$ cat src/rtl/brkpt_pkg.sv
package brkpt_pkg;

  typedef enum logic [3:0] {
    BS_IDLE  = 4'b0000,
    BS_WAIT1 = 4'b0001,
    BS_HIT1  = 4'b0010,
    BS_WAIT2 = 4'b0101,
    BS_HIT2  = 4'b0110
  } bkptState_t;

  typedef struct packed {
    logic pinFall;
    logic goClr;
  } ctrlStrobe_t;

  localparam logic [3:0] REV_ID = 4'b0001;

  localparam int POS_REV  = 4;
  localparam int POS_FOF  = 8;
  localparam int POS_TRG  = 9;
  localparam int POS_HALT = 10;
  localparam int POS_PIN  = 11;
  localparam int POS_BKD  = 12;
  localparam int POS_IPW  = 13;
  localparam int POS_SVC  = 14;

endpackage

$ cat src/rtl/brkpt_ctrl.sv
module brkpt_ctrl
  import brkpt_pkg::*;
#(
  parameter int SYNC_STAGES = 2
) (
  input  logic        clk,
  input  logic        rstN,
  input  logic        l1Match,
  input  logic        l2Match,
  input  logic        l2Enable,
  input  logic        trigWrite,
  input  logic        trigArm,
  input  logic        csrRead,
  input  logic        goCmd,
  input  logic        bkptPinN,
  output bkptState_t  state,
  output ctrlStrobe_t strobes
);

  // Synchronizer stages plus one history stage for the edge compare.
  localparam int HIST = SYNC_STAGES;

  logic [HIST:0] syncQ;
  bkptState_t    stateQ, stateNxt;
  logic          readClr;

  always_ff @(posedge clk or negedge rstN) begin
    if (!rstN) syncQ <= '1;
    else       syncQ <= {syncQ[HIST-1:0], bkptPinN};
  end

  always_comb begin
    readClr  = csrRead && ((stateQ == BS_HIT2) || ((stateQ == BS_HIT1) && !l2Enable));
    stateNxt = stateQ;
    if (trigWrite) begin
      stateNxt = trigArm ? BS_WAIT1 : BS_IDLE;
    end else if (readClr) begin
      stateNxt = BS_IDLE;
    end else begin
      case (stateQ)
        BS_WAIT1: if (l1Match) stateNxt = l2Enable ? BS_WAIT2 : BS_HIT1;
        BS_WAIT2: if (l2Match) stateNxt = BS_HIT2;
        default:  stateNxt = stateQ;
      endcase
    end
  end

  always_ff @(posedge clk or negedge rstN) begin
    if (!rstN) stateQ <= BS_IDLE;
    else       stateQ <= stateNxt;
  end

  assign state           = stateQ;
  assign strobes.pinFall = syncQ[HIST] & ~syncQ[HIST-1];
  assign strobes.goClr   = goCmd;

endmodule

$ cat src/rtl/brkpt_dp.sv
module brkpt_dp
  import brkpt_pkg::*;
#(
  parameter int STATUS_W = 32
) (
  input  logic                clk,
  input  logic                rstN,
  input  bkptState_t          state,
  input  ctrlStrobe_t         strobes,
  input  logic                fofEvent,
  input  logic                trgEvent,
  input  logic                haltEvent,
  input  logic                sampleStrobe,
  input  logic                svcDone,
  input  logic                coreWrite,
  input  logic                hostWrite,
  input  logic                wrBkd,
  input  logic                wrIpw,
  output logic [STATUS_W-1:0] statusWord,
  output logic                dbgIrq
);

  logic fofQ, trgQ, haltQ, pinQ, bkdQ, ipwQ, pendQ, svcQ;
  logic pinHalt, pinIrq;

  assign pinHalt = strobes.pinFall & ~bkdQ;
  assign pinIrq  = strobes.pinFall & bkdQ & ~pendQ & ~svcQ;

  always_ff @(posedge clk or negedge rstN) begin
    if (!rstN) begin
      fofQ  <= 1'b0;
      trgQ  <= 1'b0;
      haltQ <= 1'b0;
      pinQ  <= 1'b0;
    end else begin
      fofQ  <= fofQ | fofEvent;
      trgQ  <= trgEvent  | (trgQ  & ~strobes.goClr);
      haltQ <= haltEvent | (haltQ & ~strobes.goClr);
      pinQ  <= pinHalt   | (pinQ  & ~strobes.goClr);
    end
  end

  always_ff @(posedge clk or negedge rstN) begin
    if (!rstN) begin
      bkdQ <= 1'b0;
      ipwQ <= 1'b0;
    end else if (hostWrite) begin
      bkdQ <= wrBkd;
      ipwQ <= wrIpw;
    end else if (coreWrite && !ipwQ) begin
      bkdQ <= wrBkd;
    end
  end

  always_ff @(posedge clk or negedge rstN) begin
    if (!rstN) begin
      pendQ <= 1'b0;
      svcQ  <= 1'b0;
    end else begin
      pendQ <= pinIrq | (pendQ & ~sampleStrobe);
      svcQ  <= (pendQ & sampleStrobe) | (svcQ & ~svcDone);
    end
  end

  always_comb begin
    statusWord                      = '0;
    statusWord[3:0]                 = state;
    statusWord[POS_REV+3:POS_REV]   = REV_ID;
    statusWord[POS_FOF]             = fofQ;
    statusWord[POS_TRG]             = trgQ;
    statusWord[POS_HALT]            = haltQ;
    statusWord[POS_PIN]             = pinQ;
    statusWord[POS_BKD]             = bkdQ;
    statusWord[POS_IPW]             = ipwQ;
    statusWord[POS_SVC]             = svcQ;
  end

  assign dbgIrq = pendQ;

endmodule

$ cat src/rtl/brkpt_status_reg.sv
module brkpt_status_reg
  import brkpt_pkg::*;
#(
  parameter int STATUS_W    = 32,
  parameter int SYNC_STAGES = 2
) (
  input  logic                clk,
  input  logic                rstN,
  input  logic                l1Match,
  input  logic                l2Match,
  input  logic                l2Enable,
  input  logic                trigWrite,
  input  logic                trigArm,
  input  logic                csrRead,
  input  logic                goCmd,
  input  logic                fofEvent,
  input  logic                trgEvent,
  input  logic                haltEvent,
  input  logic                bkptPinN,
  input  logic                sampleStrobe,
  input  logic                svcDone,
  input  logic                coreWrite,
  input  logic                hostWrite,
  input  logic                wrBkd,
  input  logic                wrIpw,
  output logic [STATUS_W-1:0] statusWord,
  output logic                dbgIrq
);

  bkptState_t  state;
  ctrlStrobe_t strobes;

  brkpt_ctrl #(.SYNC_STAGES(SYNC_STAGES)) u_ctrl (
    .clk       (clk),
    .rstN      (rstN),
    .l1Match   (l1Match),
    .l2Match   (l2Match),
    .l2Enable  (l2Enable),
    .trigWrite (trigWrite),
    .trigArm   (trigArm),
    .csrRead   (csrRead),
    .goCmd     (goCmd),
    .bkptPinN  (bkptPinN),
    .state     (state),
    .strobes   (strobes)
  );

  brkpt_dp #(.STATUS_W(STATUS_W)) u_dp (
    .clk          (clk),
    .rstN         (rstN),
    .state        (state),
    .strobes      (strobes),
    .fofEvent     (fofEvent),
    .trgEvent     (trgEvent),
    .haltEvent    (haltEvent),
    .sampleStrobe (sampleStrobe),
    .svcDone      (svcDone),
    .coreWrite    (coreWrite),
    .hostWrite    (hostWrite),
    .wrBkd        (wrBkd),
    .wrIpw        (wrIpw),
    .statusWord   (statusWord),
    .dbgIrq       (dbgIrq)
  );

endmodule

$ cat config.mk
export PLATFORM = sky130hd
export DESIGN_NAME = brkpt_status_reg
export DESIGN_NICKNAME = d
export VERILOG_FILES = /design/src/rtl/brkpt_pkg.sv /design/src/rtl/brkpt_ctrl.sv /design/src/rtl/brkpt_dp.sv /design/src/rtl/brkpt_status_reg.sv
export SDC_FILE = /design/constraint.sdc
export NUM_CORES = 1
export LEC_CHECK = 0
export BUFFER_PORTS_ARGS = -buffer_cell sky130_fd_sc_hd__buf_2
export CORE_MARGIN = 2
export CORE_UTILIZATION = 43
export CTS_CLUSTER_DIAMETER = 30
export CTS_CLUSTER_SIZE = 40
export DETAILED_ROUTE_END_ITERATION = 8
export PLACE_DENSITY = 0.82
export SLEW_MARGIN = 20
export SYNTH_ARGS = -nofsm -noshare
export SYNTH_HDL_FRONTEND = slang
export SYNTH_SLANG_ARGS = --single-unit
$ cat constraint.sdc
create_clock -name clk -period 2.8 [get_ports clk]
set_input_delay 0.42 -clock clk [delete_from_list [all_inputs] [get_ports clk]]
set_output_delay 0.42 -clock clk [all_outputs]
set_load 0.005 [all_outputs]
# Yosys cells after proc, flatten, opt, wreduce, memory -nomap -nowiden
# Cells that the tools add are included.
[classes]
bitwise_logic = 24
n_reduce_logical = 9
eq_ne = 6
n_mux = 9
[ops]
columns = ["operator", "count"]
rows = [
  ["two-way mux 4 bit", 4],
  ["bitwise AND 1 bit", 11],
  ["== test 4 x 3 -> 1 bit, second input constant", 2],
  ["!= test 4 x 3 -> 1 bit, second input constant", 2],
  ["case mux 4 bit (2 select lines)", 1],
  ["inverter 1 bit", 7],
  ["bitwise OR 1 bit", 6],
  ["== test 4 x 1 -> 1 bit, second input constant", 1],
  ["== test 4 x 2 -> 1 bit, second input constant", 1],
  ["nonzero test 4 bit", 1],
  ["logical AND 1 bit", 3],
  ["two-way mux 1 bit", 3],
  ["two-way mux 3 bit", 1],
  ["AND reduction 3 bit", 1],
  ["logical NOT 1 bit", 2],
  ["nonzero test 2 bit", 1],
  ["logical OR 1 bit", 1],
]
[totals]
ff_bits = 15
elab_cells = 58
output_inout_bits = 33
in_bits = 19

# Logic depth before layout (Yosys ltp)
# Gate-level depths: netlist of the first run.
[depth]
ltp_word = 6
mapped_depth = 3
ltp_nobuf = 3

# By module
# A second synthesis of the first run with hierarchy kept.
[hier_totals]
cells_unflattened = 82
area_unflattened_um2 = 825.8
[by_module_without_submodules]
columns = ["module", "cells_each", "area_each_um2", "seq_area_each_um2", "n_inst"]
rows = [
  ["brkpt_dp", 59, 549.3, 200.2, 1],
  ["brkpt_ctrl", 23, 276.5, 153.9, 1],
]

# Least setup slack after synthesis of the first run
# OpenSTA, ideal clock, no wires.
[synth_path]
path_type = "register -> register"
startpoint = "register u_ctrl.syncQ[2]"
endpoint = "register u_dp.pendQ (netlist: u_dp.dbgIrq)"
synth_period_minus_slack_ps = 1161
stages_incl_launch_ff = 4
path_slack_ps = 1639
setup_time_ps = 76
t_required_ps = 2724
arrival_time_ps = 1084
path_buffers = 0
cell_sequence = "dfstp_2 > nand2b_4 > or4b_1 > o21ai_1"
[synth_via]
elab_chain_len = 5
[synth_lines]
columns = ["element", "line", "source"]
rows = [
  ["from (decl)", "brkpt_ctrl.sv:23", "logic [HIST:0] syncQ;"],
  ["from (signal assigned)", "brkpt_ctrl.sv:29", "else syncQ <= {syncQ[HIST-1:0], bkptPinN};"],
  ["bitwise AND 1 bit", "brkpt_ctrl.sv:54", "assign strobes.pinFall = syncQ[HIST] & ~syncQ[HIST-1];"],
  ["bitwise AND 1 bit (3 in series)", "brkpt_dp.sv:27", "assign pinIrq = strobes.pinFall & bkdQ & ~pendQ & ~svcQ;"],
  ["bitwise OR 1 bit", "brkpt_dp.sv:60", "pendQ <= pinIrq | (pendQ & ~sampleStrobe);"],
  ["to (signal assigned)", "brkpt_dp.sv:60", ""],
  ["to (decl)", "brkpt_dp.sv:23", "logic fofQ, trgQ, haltQ, pinQ, bkdQ, ipwQ, pendQ, svcQ;"],
]
# Every way passes these cells.
# A chain may end at the register's enable or synchronous reset.

# Final worst setup path of the first run
[layout_path]
startpoint = "register u_ctrl.stateQ[2] (netlist: u_ctrl.state[2])"
endpoint = "output port statusWord[2]"
[layout_rtl]
columns = ["element", "line", "source"]
rows = [
  ["from (decl)", "brkpt_ctrl.sv:24", "bkptState_t stateQ, stateNxt;"],
  ["from (signal assigned)", "brkpt_ctrl.sv:50", "else stateQ <= stateNxt;"],
  ["to (decl)", "brkpt_status_reg.sv:26", "output logic [STATUS_W-1:0] statusWord,"],
]
# No word-level cell between the ends.

==> flow_summary.toml, run 1 <==
[status]
status = "complete, no violations"

[placed_design]
numPortBuffers = 29
hpwl_um = 939
dp.cells = 120
finalWeightedCongestion = 0.664
pre_cts_ws_ns = 1.61

[setup_path]
crit_buf_inv = 1
crit_start = "u_ctrl.state[2]$_DFFE_PN0P_"
path_class = "reg -> out"
crit_path_max_incr_delay_ns = 0.43
slowest_stage = "dfrtp_1"
path_cells = "buf_2"
cp.arrival_ns = 0.85
worstPathRequired_ns = 2.38
rr_startpoint = "u_ctrl.syncQ[2]$_DFF_PN1_"
setup.worst_path.start_class = "flip-flop"
cp-end-kind = "primary output"
crit_family = "flip-flops"
critPathMaxFanout = 6

[global_routing]
grt_max_degree = 15
grt_pass1_wl_um = 1610
grt_use_total = 0.110
overflow = 0
first_global_vias = 400
antenna_found_initial = 0

[pwr]
seq_power_share = 0.529
pwr_density_cell_nw_per_um2 = 517
power_switching_uw = 107
p_int_uw = 330
power_leakage_uw = 0.000461
power_frac_clock = 0.323
power_frac_comb = 0.148
ir_worst_vdd_uv = 295
switching_share = 0.246

[hold_path]
min_path_type = "in -> async"

[timing]
fmax_mhz = 785
rsz0062_at_grt = "no"
hold_violations = 0
fin_tns_setup_ns = 0
period_minus_slack_ns = 1.27
finalSetupViolations = 0
skew_ns = 0.00124
drv_slew = 0
setup_slack_ns = 1.53
final.hold.worst_slack_ns = 0.0218
min_period_over_period = 0.455

[route]
wirelength_um = 1120
drtIter0Drc = 3
drc = 0
routed_via_density = 3.95
ant_nets = 0
detailroute.via_count = 490
drt-wirelength-per-cell_um = 9.05
first_pass_iters = 3

[final_layout]
drive_above_1_share = 0.404
fin_util = 0.495
layout.nets = 119
area.growth.synth_to_final_pct = 9.03
stdcell_count = 124
fillerInstances = 166
n_antenna_cell = 0

[clock_network]
postCtsHoldBufs = 0
cts_resized = 0
cts_buffers = 3
clk_pin_slew_ns = 0.08
cts.sinks = 14
postCtsSetupBuffers = 0
h-tree-depth = 1
cts-root-buf = "clkbuf_4"
clock_latency_ns = 0.27
cts_tree = "done"
clockBufferDepth = 2

[synthesis]
yosysMostFrequentCell = "buf_4"
synth_edf_count = 0
synthTopCellsByCount = "buf_4 (29), dfrtp_1 (11), inv_1 (4)"
synth_ff_type = "dfrtp_1"
syn_inst = 75
synth.avg_cell_area_um2 = 10.3
synthArstFlopShare = 1.00
netlist.area_leader.share = 0.355
yosysWarnings = 0
synth_top_area_cell = "dfrtp_1"
synthTopCellsByArea = "dfrtp_1 (35%), buf_4 (28%), dfstp_2 (10%)"
synth_seq_cells = 14
synthesis.area_um2 = 776
ys_seq_area_frac = 0.456
synth_cell_types = 23

[flow_run]
cap_violations = 0

[floorplan]
rows = 15
die_h_um = 46.5
pin_count = 52
start_util = 0.454
die_area_um2 = 2160
die_x_um = 46.5
fp.coreArea_um2 = 1710
[cells in the final DEF, fill, tap and decap left out, drive strengths merged]
cell      n
conb     22
a21o      2
clkbuf    4
dfstp     3
or4b      1
o21ai     3
o2bb2ai   1
nor2      3
mux2      1
a211oi    1
dfrtp    11
a221oi    1
or2       1
nand2b    2
inv       6
a41oi     1
a41o      1
buf      29
a22o      1
mux2i     1
nand2     2
a21oi     2
[stage by stage]
stage	total power (µW)	instance area (µm²)
after floorplan	298	851
after global placement	298	810
after detailed placement	301	810
after CTS	444	846
after global routing	466	846
final	437	846
[area by class of cell]
cell class | count | area [µm²] | area share
clock buffers | 4 | 36.3 | 0.0429
inverters | 6 | 22.5 | 0.0266
multi-input cells | 46 | 256 | 0.303
flip-flops and latches | 14 | 354 | 0.419
well taps | 25 | 31.3 | 0.0370
repair buffers | 29 | 145 | 0.172
[worst paths after layout]
check | endpoint | slack (ns) | cells past startpoint
setup / recovery | statusWord[2] | 1.53 | 1
hold / removal | u_dp.bkdQ$_DFFE_PN0P_ | 0.02 | 1
setup reg to reg | u_dp.dbgIrq$_DFF_PN0_ | 1.59 | 3
hold reg to reg | u_ctrl.syncQ[1]$_DFF_PN1_ | 0.36 | 0
max in group asynchronous | u_ctrl.syncQ[1]$_DFF_PN1_ | 2.50 | 1
min in group clk | u_ctrl.syncQ[0]$_DFF_PN1_ | 0.24 | 1
[power groups by stage]
stage | clock, µW | combinational [µW] | sequential [µW]
floorplan | 0 | 64.3 | 233
global route | 157 | 75.5 | 234
finish | 141 | 64.7 | 231
global placement | 0 | 63.7 | 235
detailed placement | 0 | 65.4 | 235
CTS | 147 | 65.5 | 232
[routing by layer]
metal / vias to the layer above / share of wire / track usage
met1: 216 / 0.44 / 0.132
met3: 0 / 0.10 / 0.0745
met2: 30 / 0.45 / 0.167
met4: 0 / 0 / 0.0171
met5: - / 0 / 0
li1: 244 / - / -
[cell families (layout without fill, tap and decap cells)]
logic type | Yosys count | count (layout) | share of synthesized area
compound gates | 13 | 13 | 0.126
mux | 2 | 2 | 0.0274
simple gates | 9 | 9 | 0.0710
buf+inv | 35 | 39 | 0.310
other cells | 2 | 22 | 0.00968
flops | 14 | 14 | 0.456
No activity file was read; power rests on OpenSTA's default activity.
==> run 2: changes to the inputs <==
--- a/config.mk
+++ b/config.mk
@@ -5,13 +5,14 @@
 export SDC_FILE = /design/constraint.sdc
 export NUM_CORES = 1
 export LEC_CHECK = 0
+export ABC_AREA = 1
 export BUFFER_PORTS_ARGS = -buffer_cell sky130_fd_sc_hd__buf_2
 export CORE_MARGIN = 2
-export CORE_UTILIZATION = 43
+export CORE_UTILIZATION = 40
 export CTS_CLUSTER_DIAMETER = 30
 export CTS_CLUSTER_SIZE = 40
 export DETAILED_ROUTE_END_ITERATION = 8
-export PLACE_DENSITY = 0.82
+export PLACE_DENSITY = 0.77
 export SLEW_MARGIN = 20
 export SYNTH_ARGS = -nofsm -noshare
 export SYNTH_HDL_FRONTEND = slang
==> constraint.sdc (replaced) <==
create_clock -name clk -period 1.3 [get_ports clk]
set_input_delay 0.195 -clock clk [delete_from_list [all_inputs] [get_ports clk]]
set_output_delay 0.195 -clock clk [all_outputs]
set_load 0.005 [all_outputs]
==> run 2 against run 1 <==
Against the previous run:
- sequential cell count is the same
- core utilization shrank 1.2 points
- final cell count grew 13%
- synthesized cell count grew 20%
- sequential power grew 130%
- non-clock buffer count grew 1
- critical endpoint is now statusWord[0]
- clock power grew 120%
- highest routed layer unchanged
- setup slack lost 1.2 ns
- area after synthesis grew 0.65%
- power grew 140%
- clock-buffer cell count is the same
- final area grew 1.8%
==> flow_summary.toml, run 2 <==
[route]
wirelength_um = 1140
detailroute.via_count = 539
met2_length_um = 618
wl_met3_um = 100
topRoutingLayerUsed = "met3"
ant_nets = 0
first_pass_iters = 1
drtIter0Drc = 0
drt-wirelength-per-cell_um = 8.14
wl_met1_um = 420
drc = 0
routed_via_density = 3.85

[timing]
rsz0062_at_grt = "no"
drv_slew = 0
final.hold.worst_slack_ns = 0.0166
finalSetupViolations = 0
skew_ns = 0.00167
hold_violations = 0
min_period_over_period = 0.787
fmax_mhz = 977
fin_tns_setup_ns = 0
period_minus_slack_ns = 1.02

[synthesis]
synth.avg_cell_area_um2 = 8.67
syn_inst = 90
synth_top_area_cell = "dfrtp_1"
synth_ff_type = "dfrtp_1"
yosysMostFrequentCell = "buf_4"
synthTopCellsByArea = "dfrtp_1 (35%), buf_4 (28%), dfstp_2 (10%)"
yosysWarnings = 0
synth_seq_cells = 14
synthTopCellsByCount = "buf_4 (29), nand2_1 (13), dfrtp_1 (11), inv_1 (11)"
ys_seq_area_frac = 0.454
netlist.area_leader.share = 0.353
synth_cell_types = 15
synthArstFlopShare = 1.00
synth_edf_count = 0
synthesis.area_um2 = 781

[floorplan]
die_h_um = 48.2
start_util = 0.438
die_x_um = 48.2
fp.coreArea_um2 = 1780
die_area_um2 = 2320
rows = 15
pin_count = 52

[clock_network]
clock_latency_ns = 0.27
clk_pin_slew_ns = 0.09
postCtsHoldBufs = 1
clockBufferDepth = 2
cts_buffers = 3
h-tree-depth = 1
cts_resized = 0
postCtsSetupBuffers = 0
cts-root-buf = "clkbuf_4"
cts.sinks = 14
cts_tree = "done"

[setup_path]
crit_buf_inv = 1
slowest_stage = "dfrtp_1"
path_class = "reg -> out"
path_cells = "buf_2"
rr_startpoint = "u_ctrl.state[2]$_DFFE_PN0P_"
setup.worst_path.start_class = "flip-flop"
cp.arrival_ns = 0.83
crit_family = "flip-flops"
worstPathRequired_ns = 1.11
rrSetupSlack_ns = 0.33
ff2ff_path_depth = 6
cp-end-kind = "primary output"
crit_path_max_incr_delay_ns = 0.42
critPathMaxFanout = 4
r2r-end = "u_ctrl.state[0]$_DFFE_PN0P_"

[final_layout]
area.growth.synth_to_final_pct = 10.3
design_area_um2 = 861
layout.nets = 135
final_cell_mix = "buf_2 (29), conb_1 (22), nand2_1 (13)"
n_antenna_cell = 0
layout_commonest_cell = "buf_2"
drive_above_1_share = 0.339
stdcell_count = 140

[global_routing]
grt_max_degree = 15
first_global_vias = 491
grt_pass1_wl_um = 1820
grt_use_total = 0.114
antenna_found_initial = 0
overflow = 0

[placed_design]
hpwl_um = 985
placed_cell_area_um2 = 815
dp.cells = 135
numPortBuffers = 29
finalWeightedCongestion = 0.689

[pwr]
power_leakage_uw = 0.000494
pwr_density_cell_nw_per_um2 = 1190
ir_worst_vdd_uv = 629
finalPower_uw = 1030

[status]
status = "complete, no violations"

[hold_path]
min_to = "u_ctrl.syncQ[0]$_DFF_PN1_"
holdPathStages = 1
min_path_type = "in -> reg"
hp-start = "bkptPinN"

[flow_run]
cap_violations = 0
[run 2: final cells by class]
| class | count | area [µm²] |
|---|---|---|
| fillers | 196 | 922 |
| well taps | 25 | 31.3 |
| clock buffers | 4 | 36.3 |
| flip-flops and latches | 14 | 354 |
| repair buffers | 30 | 155 |
| inverters | 11 | 41.3 |
| multi-input cells | 56 | 243 |
[run 2: through the flow]
step	worst slack [ns]	util
CTS	0.254	0.483
finish	0.277	0.483
floorplan	0.379	-
global placement	0.380	0.457
global route	0.205	0.483
detailed placement	0.333	0.457
[run 2: routing by layer]
metal,track usage,vias to the layer above
met5,0,-
met4,0.0649,0
met1,0.124,235
met3,0.0259,0
met2,0.203,30
li1,-,274
[run 2: worst max-delay path by stage]
stage / depth (start not counted) / start / to
global route: 4 / u_ctrl.syncQ[2]$_DFF_PN1_ / u_dp.dbgIrq$_DFF_PN0_
detailed placement: 6 / u_ctrl.state[2]$_DFFE_PN0P_ / u_ctrl.state[0]$_DFFE_PN0P_
CTS: 1 / u_ctrl.state[0]$_DFFE_PN0P_ / statusWord[0]
floorplan: 6 / u_ctrl.state[2]$_DFFE_PN0P_ / u_ctrl.state[0]$_DFFE_PN0P_
global placement: 6 / u_ctrl.state[2]$_DFFE_PN0P_ / u_ctrl.state[0]$_DFFE_PN0P_
finish: 1 / u_ctrl.state[0]$_DFFE_PN0P_ / statusWord[0]
[run 2: cells by family after synthesis]
| logic type | share of synthesized area |
|---|---|
| buf+inv | 0.332 |
| simple gates | 0.115 |
| flops | 0.454 |
| compound gates | 0.0897 |
| other cells | 0.00962 |
[run 2: power breakdown]
part | internal, µW | switching, µW | total (µW)
Sequential | 493 | 35.3 | 529
Clock | 170 | 139 | 309
Combinational | 88.1 | 103 | 191
Total | 751 | 277 | 1030
==> run 3: changes to the inputs <==
==> constraint.sdc (replaced) <==
create_clock -name clk -period 1 [get_ports clk]
set_input_delay 0.15 -clock clk [delete_from_list [all_inputs] [get_ports clk]]
set_output_delay 0.15 -clock clk [all_outputs]
set_load 0.005 [all_outputs]
==> run 3 against run 2 <==
Against the previous run:
- non-clock buffer count increased by 2
- critical endpoint unchanged
- die area stayed put
- routed wire length grew 5.2%
==> flow_summary.toml, run 3 (synthesis results as in run 2) <==
[floorplan]
fp.coreArea_um2 = 1780
pin_count = 52
die_x_um = 48.2
die_area_um2 = 2320
start_util = 0.438
die_h_um = 48.2
rows = 15

[route]
first_pass_iters = 3
ant_nets = 0
wl_met3_um = 94
routed_via_density = 3.88
topRoutingLayerUsed = "met3"
drtIter0Drc = 3
detailroute.via_count = 551
wirelength_um = 1200
met2_length_um = 655
drc = 0
drt-wirelength-per-cell_um = 8.44
wl_met1_um = 449

[global_routing]
first_global_vias = 491
grt_pass1_wl_um = 1820
overflow = 0
antenna_found_initial = 0
grt_use_total = 0.114
grt_max_degree = 15

[timing]
period_minus_slack_ns = 1.00
hold_violations = 0
rsz0062_at_grt = "yes"
fmax_mhz = 1000
min_period_over_period = 1.00
finalSetupViolations = 0
skew_ns = 0.00198
drv_slew = 0

[hold_path]
min_path_type = "in -> reg"
min_to = "u_dp.svcQ$_DFF_PN0_"
holdPathStages = 2
hp-start = "svcDone"

[placed_design]
hpwl_um = 985
numPortBuffers = 29
dp.cells = 135
finalWeightedCongestion = 0.689

[clock_network]
cts-root-buf = "clkbuf_4"
cts_tree = "done"
clock_latency_ns = 0.27
cts.sinks = 14
clk_pin_slew_ns = 0.09
h-tree-depth = 1
clockBufferDepth = 2
cts_buffers = 3

[setup_path]
critPathMaxFanout = 4
path_class = "reg -> out"
r2r-end = "u_ctrl.state[0]$_DFFE_PN0P_"
slowest_stage = "dfrtp_1"
crit_buf_inv = 1
cp.arrival_ns = 0.85
rr_startpoint = "u_ctrl.state[2]$_DFFE_PN0P_"
crit_path_max_incr_delay_ns = 0.43
path_cells = "buf_2"
crit_start = "u_ctrl.state[0]$_DFFE_PN0P_"
setup.worst_path.start_class = "flip-flop"
rrSetupSlack_ns = 0.06
crit_family = "flip-flops"
worstPathRequired_ns = 0.85
ff2ff_path_depth = 6
cp-end-kind = "primary output"

[flow_run]
cap_violations = 0

[final_layout]
n_antenna_cell = 0
drive_above_1_share = 0.393
area.growth.synth_to_final_pct = 14.4
layout_commonest_cell = "buf_2"
layout.nets = 137
final_cell_mix = "buf_2 (29), conb_1 (22), nand2_1 (13)"
stdcell_count = 142

[pwr]
pwr_density_cell_nw_per_um2 = 1520
finalPower_uw = 1360
power_leakage_uw = 0.000503
ir_worst_vdd_uv = 772

[status]
status = "complete, no violations"
run 3: cell types whose count changed in the layout (fill, tap and decap cells not counted), sizes merged:
cell	before	now
buf	29	30
dlygate4sd3	1	2
run 3: metrics by stage:
| step | utilization | instance area (µm²) | setup TNS, ns | setup WS (ns) | hold WS [ns] |
|---|---|---|---|---|---|
| 5_1_grt | 0.501 | 893 | -0.145 | -0.0339 | 0.0482 |
| 4_1_cts | 0.488 | 871 | -0.000782 | -0.000782 | 0.0460 |
| 6_report | 0.501 | 893 | 0 | 0.000209 | 0.0529 |
| 3_5_place_dp | 0.457 | 815 | 0 | 0.0334 | 0.0595 |
| 3_3_place_gp | 0.457 | 815 | 0 | 0.0804 | 0.0566 |
| 2_1_floorplan | - | 856 | 0 | 0.0794 | -0.146 |
run 3: how the worst max path moves through the flow:
stage | endpoint | depth (start not counted)
6_report | statusWord[0] | 1
5_1_grt | statusWord[1] | 1
4_1_cts | statusWord[0] | 1
3_5_place_dp | u_ctrl.state[0]$_DFFE_PN0P_ | 6
3_3_place_gp | u_ctrl.state[0]$_DFFE_PN0P_ | 6
2_1_floorplan | u_ctrl.state[0]$_DFFE_PN0P_ | 6
run 3: power by group:
group / switching [µW] / leakage, µW / internal (µW)
logic: 141 / 0.000319 / 126
registers: 50.1 / 0.000163 / 641
clock network: 181 / 0.0000210 / 221
total: 372 / 0.000503 / 989
run 3: layout make-up:
cell class	instances	area, µm²
sequential	14	354
timing repair buffer	32	173
inverter	11	41.3
tap	25	31.3
fill	198	890
clock buffer	4	36.3
multi-input combinational	56	258
run 3: layer usage:
layer	global-route usage	vias up
met1	0.124	243
met4	0.0649	0
li1	-	278
met5	0	-
met2	0.203	30
met3	0.0259	0
run 3: what timing repair did:
item | CTS | global route
setup buffers | 0 | 1
hold endpoints to repair | 12 | 0
hold buffers | 2 | 0
endpoints found under the setup margin | 1 | 7
gates cloned | 0 | 0
resized for setup | 0 | 7
pin swaps | 0 | 1
